File: config.mk
export PLATFORM = sky130hd
export DESIGN_NAME = cpu_win_decoder
export DESIGN_NICKNAME = d
export VERILOG_FILES = /design/src/rtl/cpu_win_pkg.sv /design/src/rtl/cpu_win_regs.sv /design/src/rtl/cpu_win_match.sv /design/src/rtl/cpu_win_select.sv /design/src/rtl/cpu_win_decoder.sv
export SDC_FILE = /design/constraint.sdc
export NUM_CORES = 1
export LEC_CHECK = 0
export BUFFER_PORTS_ARGS = -buffer_cell sky130_fd_sc_hd__buf_2
export CORE_MARGIN = 2
export CORE_UTILIZATION = 43
export DETAILED_ROUTE_END_ITERATION = 8
export SYNTH_ARGS = -nofsm -noshare
export SYNTH_HDL_FRONTEND = slang
export SYNTH_HIERARCHICAL = 1
export SYNTH_SLANG_ARGS = --single-unit
File: constraint.sdc
create_clock -name clk -period 7.98 [get_ports clk]
set_input_delay 0.399 -clock clk [delete_from_list [all_inputs] [get_ports clk]]
set_output_delay 0.399 -clock clk [all_outputs]
set_load 0.02 [all_outputs]
File: src/rtl/cpu_win_pkg.sv
package cpu_win_pkg;

  localparam int unsigned ADDR_W = 32;
  localparam int unsigned GRAN_W = 16;
  localparam int unsigned PAGE_W = ADDR_W - GRAN_W;
  localparam int unsigned TGT_W  = 4;
  localparam int unsigned ATTR_W = 8;
  localparam int unsigned EN_POS = 5;

  typedef enum logic [1:0] {
    SLOT_CTRL = 2'd0,
    SLOT_BASE = 2'd1,
    SLOT_RLO  = 2'd2,
    SLOT_RHI  = 2'd3
  } slot_e;

  typedef struct packed {
    logic [PAGE_W-1:0] size;
    logic [ATTR_W-1:0] attr;
    logic              en;
    logic [TGT_W-1:0]  tgt;
  } win_cfg_t;

  function automatic win_cfg_t unpack_ctrl(input logic [ADDR_W-1:0] word);
    win_cfg_t c;
    c.size = word[ADDR_W-1:GRAN_W];
    c.attr = word[ATTR_W+7:8];
    c.en   = word[EN_POS];
    c.tgt  = word[TGT_W-1:0];
    return c;
  endfunction

  // bits that lie inside the window span
  function automatic logic [ADDR_W-1:0] span_mask(input logic [PAGE_W-1:0] size);
    return {size, {GRAN_W{1'b1}}};
  endfunction

  function automatic logic page_hit(input logic [ADDR_W-1:0] addr,
                                    input logic [PAGE_W-1:0] base_pg,
                                    input logic [PAGE_W-1:0] size);
    logic [ADDR_W-1:0] m;
    m = span_mask(size);
    return ((addr & ~m) == ({base_pg, {GRAN_W{1'b0}}} & ~m));
  endfunction

  function automatic logic [ADDR_W-1:0] xlate(input logic [ADDR_W-1:0] addr,
                                              input logic [PAGE_W-1:0] remap_pg,
                                              input logic [PAGE_W-1:0] size);
    logic [ADDR_W-1:0] m;
    m = span_mask(size);
    return (addr & m) | ({remap_pg, {GRAN_W{1'b0}}} & ~m);
  endfunction

endpackage

File: src/rtl/cpu_win_regs.sv
module cpu_win_regs
  import cpu_win_pkg::*;
#(
  parameter int unsigned NUM_WIN   = 8,
  parameter int unsigned NUM_REMAP = 2,
  localparam int unsigned WIN_IDX_W = $clog2(NUM_WIN),
  localparam int unsigned WORD_W    = WIN_IDX_W + 2
) (
  input  logic                               clk,
  input  logic                               rst_n,
  input  logic                               reg_we,
  input  logic [WORD_W-1:0]                  reg_word,
  input  logic [ADDR_W-1:0]                  reg_wdata,
  output logic [ADDR_W-1:0]                  reg_rdata,
  output win_cfg_t [NUM_WIN-1:0]             cfg_o,
  output logic [NUM_WIN-1:0][PAGE_W-1:0]     base_pg_o,
  output logic [NUM_REMAP-1:0][PAGE_W-1:0]   remap_pg_o
);

  logic [WIN_IDX_W-1:0] acc_win;
  slot_e                acc_slot;
  assign acc_win  = reg_word[WORD_W-1:2];
  assign acc_slot = slot_e'(reg_word[1:0]);

  logic [NUM_WIN-1:0][ADDR_W-1:0] ctrl_all, base_all, rlo_all, rhi_all;

  for (genvar w = 0; w < NUM_WIN; w++) begin : g_win
    logic              wr_sel;
    logic [ADDR_W-1:0] ctrl_q;
    logic [PAGE_W-1:0] base_q;

    assign wr_sel = reg_we && (acc_win == WIN_IDX_W'(w));

    always_ff @(posedge clk) begin
      if (!rst_n) begin
        ctrl_q <= '0;
        base_q <= '0;
      end else if (wr_sel) begin
        if (acc_slot == SLOT_CTRL) ctrl_q <= reg_wdata;
        if (acc_slot == SLOT_BASE) base_q <= reg_wdata[ADDR_W-1:GRAN_W];
      end
    end

    assign ctrl_all[w]  = ctrl_q;
    assign base_all[w]  = {base_q, {GRAN_W{1'b0}}};
    assign cfg_o[w]     = unpack_ctrl(ctrl_q);
    assign base_pg_o[w] = base_q;

    if (w < NUM_REMAP) begin : g_rmp
      logic [PAGE_W-1:0] rlo_q;
      logic [ADDR_W-1:0] rhi_q;
      always_ff @(posedge clk) begin
        if (!rst_n) begin
          rlo_q <= '0;
          rhi_q <= '0;
        end else if (wr_sel) begin
          if (acc_slot == SLOT_RLO) rlo_q <= reg_wdata[ADDR_W-1:GRAN_W];
          if (acc_slot == SLOT_RHI) rhi_q <= reg_wdata;
        end
      end
      assign rlo_all[w]    = {rlo_q, {GRAN_W{1'b0}}};
      assign rhi_all[w]    = rhi_q;
      assign remap_pg_o[w] = rlo_q;
    end else begin : g_fixed
      assign rlo_all[w] = '0;
      assign rhi_all[w] = '0;
    end
  end

  always_comb begin
    case (acc_slot)
      SLOT_CTRL: reg_rdata = ctrl_all[acc_win];
      SLOT_BASE: reg_rdata = base_all[acc_win];
      SLOT_RLO:  reg_rdata = rlo_all[acc_win];
      SLOT_RHI:  reg_rdata = rhi_all[acc_win];
      default:   reg_rdata = '0;
    endcase
  end

  // remap words of windows without remap hardware read as zero
  p_no_remap_read_r4: assert property (@(posedge clk) disable iff (!rst_n)
    ((acc_slot == SLOT_RLO || acc_slot == SLOT_RHI) && (int'(acc_win) >= NUM_REMAP))
      |-> (reg_rdata == '0));

  // base readback is 64 KB aligned
  p_base_align_r2: assert property (@(posedge clk) disable iff (!rst_n)
    (acc_slot == SLOT_BASE) |-> (reg_rdata[GRAN_W-1:0] == '0));

  // a zero control write leaves the window disabled
  p_ctrl_clear_r6: assert property (@(posedge clk) disable iff (!rst_n)
    (reg_we && acc_slot == SLOT_CTRL && reg_wdata == '0) |=> !cfg_o[$past(acc_win)].en);

endmodule

File: src/rtl/cpu_win_match.sv
module cpu_win_match
  import cpu_win_pkg::*;
#(
  parameter int unsigned NUM_WIN   = 8,
  parameter int unsigned NUM_REMAP = 2
) (
  input  logic [ADDR_W-1:0]                  addr,
  input  logic [NUM_WIN-1:0]                 en_vec,
  input  logic [NUM_WIN-1:0][PAGE_W-1:0]     size_vec,
  input  logic [NUM_WIN-1:0][PAGE_W-1:0]     base_vec,
  input  logic [NUM_REMAP-1:0][PAGE_W-1:0]   remap_vec,
  output logic [NUM_WIN-1:0]                 hit_vec,
  output logic [NUM_WIN-1:0][ADDR_W-1:0]     xaddr_vec
);

  for (genvar w = 0; w < NUM_WIN; w++) begin : g_cmp
    assign hit_vec[w] = en_vec[w] && page_hit(addr, base_vec[w], size_vec[w]);
    if (w < NUM_REMAP) begin : g_xl
      assign xaddr_vec[w] = xlate(addr, remap_vec[w], size_vec[w]);
    end else begin : g_pass
      assign xaddr_vec[w] = addr;
    end
  end

endmodule

File: src/rtl/cpu_win_select.sv
module cpu_win_select
  import cpu_win_pkg::*;
#(
  parameter int unsigned NUM_WIN = 8
) (
  input  logic                              clk,
  input  logic                              rst_n,
  input  logic                              cpu_valid,
  input  logic [ADDR_W-1:0]                 cpu_addr,
  input  logic [NUM_WIN-1:0]                hit_vec,
  input  logic [NUM_WIN-1:0][TGT_W-1:0]     tgt_vec,
  input  logic [NUM_WIN-1:0][ATTR_W-1:0]    attr_vec,
  input  logic [NUM_WIN-1:0][ADDR_W-1:0]    xaddr_vec,
  output logic                              dec_hit,
  output logic                              dec_miss,
  output logic [TGT_W-1:0]                  dec_target,
  output logic [ATTR_W-1:0]                 dec_attr,
  output logic [ADDR_W-1:0]                 dec_addr
);

  logic [NUM_WIN-1:0] grant;
  logic               any_hit;
  logic [TGT_W-1:0]   sel_tgt;
  logic [ATTR_W-1:0]  sel_attr;
  logic [ADDR_W-1:0]  sel_addr;

  // scan from the top so the lowest hitting window is the last to win
  always_comb begin
    grant = '0;
    for (int i = NUM_WIN - 1; i >= 0; i--) begin
      if (hit_vec[i]) grant = NUM_WIN'(1) << i;
    end
  end

  assign any_hit = |hit_vec;

  always_comb begin
    sel_tgt  = '0;
    sel_attr = '0;
    sel_addr = '0;
    for (int i = 0; i < NUM_WIN; i++) begin
      if (grant[i]) begin
        sel_tgt  = sel_tgt  | tgt_vec[i];
        sel_attr = sel_attr | attr_vec[i];
        sel_addr = sel_addr | xaddr_vec[i];
      end
    end
  end

  always_ff @(posedge clk) begin
    if (!rst_n) begin
      dec_hit    <= 1'b0;
      dec_miss   <= 1'b0;
      dec_target <= '0;
      dec_attr   <= '0;
      dec_addr   <= '0;
    end else begin
      dec_hit    <= cpu_valid && any_hit;
      dec_miss   <= cpu_valid && !any_hit;
      dec_target <= (cpu_valid && any_hit) ? sel_tgt  : '0;
      dec_attr   <= (cpu_valid && any_hit) ? sel_attr : '0;
      dec_addr   <= !cpu_valid ? '0 : (any_hit ? sel_addr : cpu_addr);
    end
  end

  p_grant_onehot_r7: assert property (@(posedge clk) disable iff (!rst_n)
    $onehot0(grant) && (any_hit == (grant != '0)));

  p_hit_next_r5: assert property (@(posedge clk) disable iff (!rst_n)
    (cpu_valid && any_hit) |=> dec_hit);

  p_hit_miss_excl_r8: assert property (@(posedge clk) disable iff (!rst_n)
    !(dec_hit && dec_miss));

  p_miss_clean_r8: assert property (@(posedge clk) disable iff (!rst_n)
    dec_miss |-> (dec_target == '0 && dec_attr == '0));

  p_idle_r10: assert property (@(posedge clk) disable iff (!rst_n)
    !cpu_valid |=> (!dec_hit && !dec_miss && dec_addr == '0));

  p_one_cycle_r11: assert property (@(posedge clk) disable iff (!rst_n)
    cpu_valid |=> (dec_hit || dec_miss));

endmodule

File: src/rtl/cpu_win_decoder.sv
module cpu_win_decoder
  import cpu_win_pkg::*;
#(
  parameter int unsigned NUM_WIN   = 8,
  parameter int unsigned NUM_REMAP = 2,
  localparam int unsigned WORD_W   = $clog2(NUM_WIN) + 2
) (
  input  logic               clk,
  input  logic               rst_n,
  input  logic               reg_we,
  input  logic [WORD_W-1:0]  reg_word,
  input  logic [ADDR_W-1:0]  reg_wdata,
  output logic [ADDR_W-1:0]  reg_rdata,
  input  logic               cpu_valid,
  input  logic [ADDR_W-1:0]  cpu_addr,
  output logic               dec_hit,
  output logic               dec_miss,
  output logic [TGT_W-1:0]   dec_target,
  output logic [ATTR_W-1:0]  dec_attr,
  output logic [ADDR_W-1:0]  dec_addr
);

  win_cfg_t [NUM_WIN-1:0]             cfg;
  logic [NUM_WIN-1:0][PAGE_W-1:0]     base_pg;
  logic [NUM_REMAP-1:0][PAGE_W-1:0]   remap_pg;
  logic [NUM_WIN-1:0]                 en_vec;
  logic [NUM_WIN-1:0][PAGE_W-1:0]     size_vec;
  logic [NUM_WIN-1:0][TGT_W-1:0]      tgt_vec;
  logic [NUM_WIN-1:0][ATTR_W-1:0]     attr_vec;
  logic [NUM_WIN-1:0]                 hit_vec;
  logic [NUM_WIN-1:0][ADDR_W-1:0]     xaddr_vec;

  cpu_win_regs #(.NUM_WIN(NUM_WIN), .NUM_REMAP(NUM_REMAP)) u_regs (
    .clk        (clk),
    .rst_n      (rst_n),
    .reg_we     (reg_we),
    .reg_word   (reg_word),
    .reg_wdata  (reg_wdata),
    .reg_rdata  (reg_rdata),
    .cfg_o      (cfg),
    .base_pg_o  (base_pg),
    .remap_pg_o (remap_pg)
  );

  for (genvar w = 0; w < NUM_WIN; w++) begin : g_split
    assign en_vec[w]   = cfg[w].en;
    assign size_vec[w] = cfg[w].size;
    assign tgt_vec[w]  = cfg[w].tgt;
    assign attr_vec[w] = cfg[w].attr;
  end

  cpu_win_match #(.NUM_WIN(NUM_WIN), .NUM_REMAP(NUM_REMAP)) u_match (
    .addr      (cpu_addr),
    .en_vec    (en_vec),
    .size_vec  (size_vec),
    .base_vec  (base_pg),
    .remap_vec (remap_pg),
    .hit_vec   (hit_vec),
    .xaddr_vec (xaddr_vec)
  );

  cpu_win_select #(.NUM_WIN(NUM_WIN)) u_sel (
    .clk        (clk),
    .rst_n      (rst_n),
    .cpu_valid  (cpu_valid),
    .cpu_addr   (cpu_addr),
    .hit_vec    (hit_vec),
    .tgt_vec    (tgt_vec),
    .attr_vec   (attr_vec),
    .xaddr_vec  (xaddr_vec),
    .dec_hit    (dec_hit),
    .dec_miss   (dec_miss),
    .dec_target (dec_target),
    .dec_attr   (dec_attr),
    .dec_addr   (dec_addr)
  );

  // a disabled window never produces a hit
  p_disabled_silent_r6: assert property (@(posedge clk) disable iff (!rst_n)
    (hit_vec & ~en_vec) == '0);

endmodule

# After elaboration in Yosys (flattened, before gate mapping)
# Cells that the tools add are included.
dict set report word_totals {
  wordCells 181
  in_bits 73
  out_inout_bits 78
  register_bits 526
}
dict set report op_classes {
  n_eq_ne 18
  n_lt_le_gt_ge 1
  n_reduce_logical 44
  n_mux 42
  n_bitwise 51
}
# operator count
set ops {}
lappend ops {{$and A32 B32 Y32} 20}
lappend ops {{$mux W32} 13}
lappend ops {{$bmux W32 S3} 4}
lappend ops {{$or A32 B32 Y32} 9}
lappend ops {{$eq A32 B32 Y1} 8}
lappend ops {{$not A32 Y32} 8}
lappend ops {{$mux W8} 16}
lappend ops {{$pmux W32 S4} 1}
lappend ops {{$or A8 B8 Y8} 7}
lappend ops {{$reduce_and A2 Y1} 22}
lappend ops {{$mux W4} 8}
lappend ops {{$or A4 B4 Y4} 7}
lappend ops {{$logic_and A1 B1 Y1} 18}
lappend ops {{$eq A3 B3 Y1 const B} 4}
lappend ops {{$reduce_or A8 Y1} 1}
lappend ops {{$eq A3 B2 Y1 const B} 2}
lappend ops {{$eq A2 B2 Y1 const B} 2}
lappend ops {{$lt A3 B4 Y1 const B} 1}
lappend ops {{$eq A3 B1 Y1 const B} 1}
lappend ops {{$logic_not A3 Y1} 1}
lappend ops {{$eq A2 B1 Y1 const B} 1}
lappend ops {{$logic_not A2 Y1} 1}
lappend ops {{$logic_not A1 Y1} 1}

# Logic depth before layout (Yosys ltp)
dict set report depth {
  word_depth 28
  mapped_depth 13
}

# Modules after synthesis
# Netlist, hierarchy kept.
# module area_each_um2 seq_area_each_um2 cells_each instances
set by_module_without_submodules {}
lappend by_module_without_submodules {cpu_win_regs 23831.6 9609.2 2787 1}
lappend by_module_without_submodules {cpu_win_select 4256.6 920.9 512 1}
lappend by_module_without_submodules {cpu_win_match 3932.5 0.0 500 1}

# Worst setup path before layout
# No wires, ideal clock.
dict set report synth_timing {
  path_kind {input to register}
  start {input cpu_addr[21]}
  end {register u_sel.dec_addr[11]}
  path_buffers 4
  path_slack_ns 4.760
  setup_time_ns 0.132
  stages 12
  arrival_ns 3.089
  t_required_ns 7.848
  cell_sequence {buf_6 xnor2_1 o22ai_1 or4_1 nor4_2 or4_1 clkbuf_1 clkbuf_1 buf_2 a211oi_1 a2111oi_0 o2bb2ai_2}
}
# item line_no
set synth_rtl {}
lappend synth_rtl {{from (decl)} cpu_win_decoder.sv:15} ;# input logic [ADDR_W-1:0] cpu_addr,
lappend synth_rtl {{$and A32 B32 Y32 *} cpu_win_pkg.sv:43} ;# return ((addr & ~m) == ({base_pg, {GRAN_W{1'b0}}} & ~m));
lappend synth_rtl {{$eq A32 B32 Y1 *} cpu_win_pkg.sv:43}
lappend synth_rtl {{$logic_and A1 B1 Y1 *} cpu_win_match.sv:17} ;# assign hit_vec[w] = en_vec[w] && page_hit(addr, base_vec[w], size_vec[w]);
lappend synth_rtl {{net hit_vec[2]} cpu_win_decoder.sv:30} ;# logic [NUM_WIN-1:0] hit_vec;
lappend synth_rtl {{$mux W8 (3 in series)} cpu_win_select.sv:31} ;# if (hit_vec[i]) grant = NUM_WIN'(1) << i;
lappend synth_rtl {{$mux W32} cpu_win_select.sv:42} ;# if (grant[i]) begin
lappend synth_rtl {{$or A32 B32 Y32} cpu_win_select.sv:45} ;# sel_addr = sel_addr | xaddr_vec[i];
lappend synth_rtl {{$mux W32} cpu_win_select.sv:42}
lappend synth_rtl {{[... 5 more ...]} n/a}
lappend synth_rtl {{$mux W32} cpu_win_select.sv:42}
lappend synth_rtl {{$or A32 B32 Y32} cpu_win_select.sv:45}
lappend synth_rtl {{$mux W32} cpu_win_select.sv:42}
lappend synth_rtl {{$or A32 B32 Y32} cpu_win_select.sv:45}
lappend synth_rtl {{$mux W32} cpu_win_select.sv:42}
lappend synth_rtl {{$or A32 B32 Y32} cpu_win_select.sv:45}
lappend synth_rtl {{$mux W32} cpu_win_select.sv:42}
lappend synth_rtl {{$mux W32 *} cpu_win_select.sv:62} ;# dec_addr <= !cpu_valid ? '0 : (any_hit ? sel_addr : cpu_addr);
lappend synth_rtl {{to (signal assigned)} cpu_win_select.sv:62}
lappend synth_rtl {{to (decl)} cpu_win_select.sv:18} ;# output logic [ADDR_W-1:0] dec_addr
# The timed path passes the listed nets; every way through them passes the cells marked *.
# A chain may end at the register's enable or synchronous reset.

# Final worst setup path
dict set report layout_timing {
  start {register u_regs.g_win[3].base_q[6]}
  end {register u_sel.dec_addr[26]}
}
dict set report layout_between {
  elab_chain_cells 23
}
# item line_no
set layout_rtl {}
lappend layout_rtl {{from (decl)} cpu_win_regs.sv:30} ;# logic [PAGE_W-1:0] base_q;
lappend layout_rtl {{from (signal assigned)} cpu_win_regs.sv:40} ;# if (acc_slot == SLOT_BASE) base_q <= reg_wdata[ADDR_W-1:GRAN_W];
lappend layout_rtl {{$and A32 B32 Y32 *} cpu_win_pkg.sv:43}
lappend layout_rtl {{$eq A32 B32 Y1 *} cpu_win_pkg.sv:43}
lappend layout_rtl {{$logic_and A1 B1 Y1 *} cpu_win_match.sv:17}
lappend layout_rtl {{net hit_vec[3]} cpu_win_decoder.sv:30}
lappend layout_rtl {{$mux W8 (4 in series)} cpu_win_select.sv:31}
lappend layout_rtl {{$mux W32} cpu_win_select.sv:42}
lappend layout_rtl {{$or A32 B32 Y32} cpu_win_select.sv:45}
lappend layout_rtl {{$mux W32} cpu_win_select.sv:42}
lappend layout_rtl {{[... 5 more ...]} n/a}
lappend layout_rtl {{$mux W32} cpu_win_select.sv:42}
lappend layout_rtl {{$or A32 B32 Y32} cpu_win_select.sv:45}
lappend layout_rtl {{$mux W32} cpu_win_select.sv:42}
lappend layout_rtl {{$or A32 B32 Y32} cpu_win_select.sv:45}
lappend layout_rtl {{$mux W32} cpu_win_select.sv:42}
lappend layout_rtl {{$or A32 B32 Y32} cpu_win_select.sv:45}
lappend layout_rtl {{$mux W32} cpu_win_select.sv:42}
lappend layout_rtl {{$mux W32 *} cpu_win_select.sv:62}
# Marks and branches as above.

==> flow_metrics.py <==
metrics = {
    "run_status": {
        "status": "finished clean",
    },
    "floorplan": {
        "dieArea_sq_mm": 0.0767,
        "rows": 100,
        "die_h_um": 277,
        "coreArea_sq_mm": 0.0741,
        "dieWidth_um": 277,
        "initial_core_util_pct": 43.2,
        "ioPinCount": 151,
    },
    "timing": {
        "drv_slew": 0,
        "setup_viol": 0,
        "rsz0062_at_grt": "false",
        "fin_skew_ns": 0.0179,
        "tightest_slew_ns": 1.19,
        "maxSlewHeadroom_pct": 20.5,
        "worst_slack_ns": 4.12,
        "min_period_ns": 3.86,
        "max_freq_mhz": 259,
        "fin_crit_sh_pct": 48.4,
        "setup_tns_ns": 0,
        "hold_viol_final": 0,
        "whs_ns": 0.0855,
    },
    "worst_setup_path": {
        "crit_path_end_kind": "flop",
        "start_kind": "flop",
        "crit_type": "reg2reg",
        "crit_fanout": 29,
        "crit_required_ns": 8.52,
        "cp.arrival_ns": 4.41,
    },
    "global_routing": {
        "grt_pass1_vias": 23272,
        "grt_first_pass_wirelength_um": 158000,
        "antenna_found_initial": 10,
        "grt_usage_pct": 27.0,
        "grt_max_degree": 167,
        "overflow": 0,
    },
    "min_path": {
        "hold_path_class": "in2reg",
    },
    "route": {
        "ant_nets": 0,
        "first_iter_violations": 2944,
        "vias_per_cell": 5.86,
        "drt_wl_total_um": 107000,
        "dr_total_vias": 25128,
        "route.detailed.drc": 0,
        "first_pass_iters": 9,
        "wire_per_inst_um": 24.9,
    },
    "place": {
        "pre_cts_ws_ns": 3.74,
        "gp_congestion": 0.936,
        "placed_cell_area_sq_mm": 0.0294,
        "port_buffers": 150,
        "dp.cells": 4176,
        "dpl.hpwl_um": 67600,
    },
    "synthesis": {
        "synth-seq-area-share_pct": 32.9,
        "ys_seq_elements": 526,
        "async_reset_ff_share_pct": 0,
        "synthTopCellsByArea": "dfxtp_1 (33%), nand2_1 (11%), buf_4 (11%)",
        "yosysWarnings": 6,
        "yosysTopAreaCell": "dfxtp_1",
        "ys_dominant_reg_cell": "dfxtp_1",
        "yosysTopAreaCellShare_pct": 32.9,
        "synth_fp_nets": 3872,
        "synth_area_sq_mm": 0.0320,
        "synth_edf_count": 0,
        "netlist_instances": 3799,
        "syn_area_per_cell_sq_um": 8.43,
        "synth_cell_types": 55,
    },
    "clock_network": {
        "clock_latency_ns": 0.64,
        "hold_buffers": 0,
        "cts_buffers": 57,
        "cts_setup_buffers": 0,
        "cts-root-buf": "clkbuf_16",
        "cts_tree": "built",
        "clk_path_buf_depth": 3,
        "clock_sinks": 526,
        "ctsResizeCount": 0,
        "htreeDepth": 2,
        "clkTransAtPathRegs_ns": 0.06,
    },
    "finish": {
        "fin_area_sq_mm": 0.0314,
        "mostFrequentLayoutCells": "nand2_1 (966), dfxtp_1 (526), a21boi_0 (322)",
        "finish.utilization_pct": 42.4,
        "drive_above_1_share_pct": 14.0,
        "final_common_cell": "nand2_1",
        "fin_cells": 4287,
        "num-nets-final": 3339,
        "synthToLayoutAreaGrowth_pct": -1.93,
    },
    "pwr": {
        "power.leakage_nw": 10.1,
        "power.internal_mw": 4.41,
        "pwr-share-clk_pct": 47.0,
        "peakVddDrop_mv": 0.141,
        "p_seq_share_pct": 45.0,
        "total_power_mw": 5.93,
        "p_sw_mw": 1.51,
        "pwr-share-comb_pct": 8.0,
        "pwr_density_cell_mw_per_mm2": 189,
        "switching_share_pct": 25.5,
    },
    "flow_run": {
        "maxCapViolCount": 0,
    },
}
-- power by group through the flow --
| stage | combinational, mW | sequential (mW) | clock, mW |
|---|---|---|---|
| 6_report | 0.472 | 2.67 | 2.79 |
| 5_1_grt | 0.492 | 2.67 | 2.92 |
| 4_1_cts | 0.462 | 2.67 | 2.83 |
| 3_5_place_dp | 0.461 | 2.73 | 0 |
| 3_3_place_gp | 0.459 | 2.73 | 0 |
| 2_1_floorplan | 0.392 | 2.73 | 0 |
-- kinds of logic after synthesis --
kind of cell           after synthesis  share of synthesized area, %
AO/OA/AOI/OAI                      907                          21.4
XOR/XNOR                           128                          3.50
multiplexers                       233                          9.95
buffers and inverters              798                          15.9
flip-flops                         526                          32.9
AND/OR/NAND/NOR                   1207                          16.4
-- worst max-delay path: stages (launching register included) --
cell       delay, ns
dfxtp_1         0.41
xnor2_1         0.14
o22ai_1         0.10
or4_1           0.54
nor4_2          0.54
nor4b_4         1.07
buf_4           0.50
a32o_1          0.20
a2111oi_0       0.08
o2bb2ai_2       0.17
-- state kept, by name, indices dropped and copies added, names as in the netlist --
name                      cells
u_regs/g_win.ctrl_q         256
u_sel/dec_miss                1
u_regs/g_win.g_rmp.rhi_q     64
u_regs/g_win.base_q         128
u_sel/dec_attr                8
u_sel/dec_addr               32
u_sel/dec_hit                 1
u_regs/g_win.g_rmp.rlo_q     32
u_sel/dec_target              4
-- synthesized netlist by cell type, types with 3 or more instances --
library cell  instances
nand2_1             966
dfxtp_1             526
buf_4               480
a21boi_0            322
clkbuf_1            207
a21boi_1            158
mux2i_1             136
xnor2_1             128
o22ai_1              90
buf_2                80
a21oi_1              68
mux4_2               65
nand3b_1             58
a22oi_1              49
nor2b_1              43
nand3_1              39
a211oi_1             35
o21ai_0              33
mux2_2               32
nor2_1               31
a2111oi_0            29
a32o_1               29
o2bb2ai_2            29
buf_6                19
a222oi_1             15
a311o_1              15
a31oi_1              15
o22a_1               15
or3_1                12
or4_1                 8
nor4_2                7
buf_1                 5
nand2b_1              5
nor3_2                5
nor3_4                5
o211ai_1              5
and2_1                4
buf_8                 3
inv_1                 3
nor2_2                3
or2_2                 3
-- metal layers --
metal  part of all wire (%)  vias up  wire length, um  GRT usage, %
li1                       -    11569                -             -
met1                     42    12091            45400          37.1
met2                     44     1247            47000          41.4
met3                    9.7      215            10400          5.86
met4                    3.8        6             4110          10.5
met5                  0.037        -               40             0
-- final cells by class --
| cell class | instances | area (sq um) |
|---|---|---|
| multi-input cells | 2475 | 16500 |
| flip-flops and latches | 526 | 10500 |
| diodes | 6 | 15.0 |
| clock inverters | 28 | 308 |
| fillers | 7312 | 42700 |
| repair buffers | 203 | 1180 |
| inverters | 3 | 11.3 |
| clock buffers | 77 | 1640 |
| well taps | 969 | 1210 |
-- final timing paths --
check / from / endpoint / slack, ns / depth (start not counted)
worst max-delay path: u_regs/g_win[3].base_q[6] / u_sel/dec_addr[26] / 4.12 / 9
worst min-delay path: cpu_addr[5] / u_sel/dec_addr[5] / 0.09 / 2
worst max register to register: u_regs/g_win[3].base_q[6] / u_sel/dec_addr[26] / 4.12 / 9
worst min register to register: u_regs/g_win[1].ctrl_q[6] / u_regs/g_win[1].ctrl_q[6] / 0.45 / 2
(Power assumes the default switching activity.)
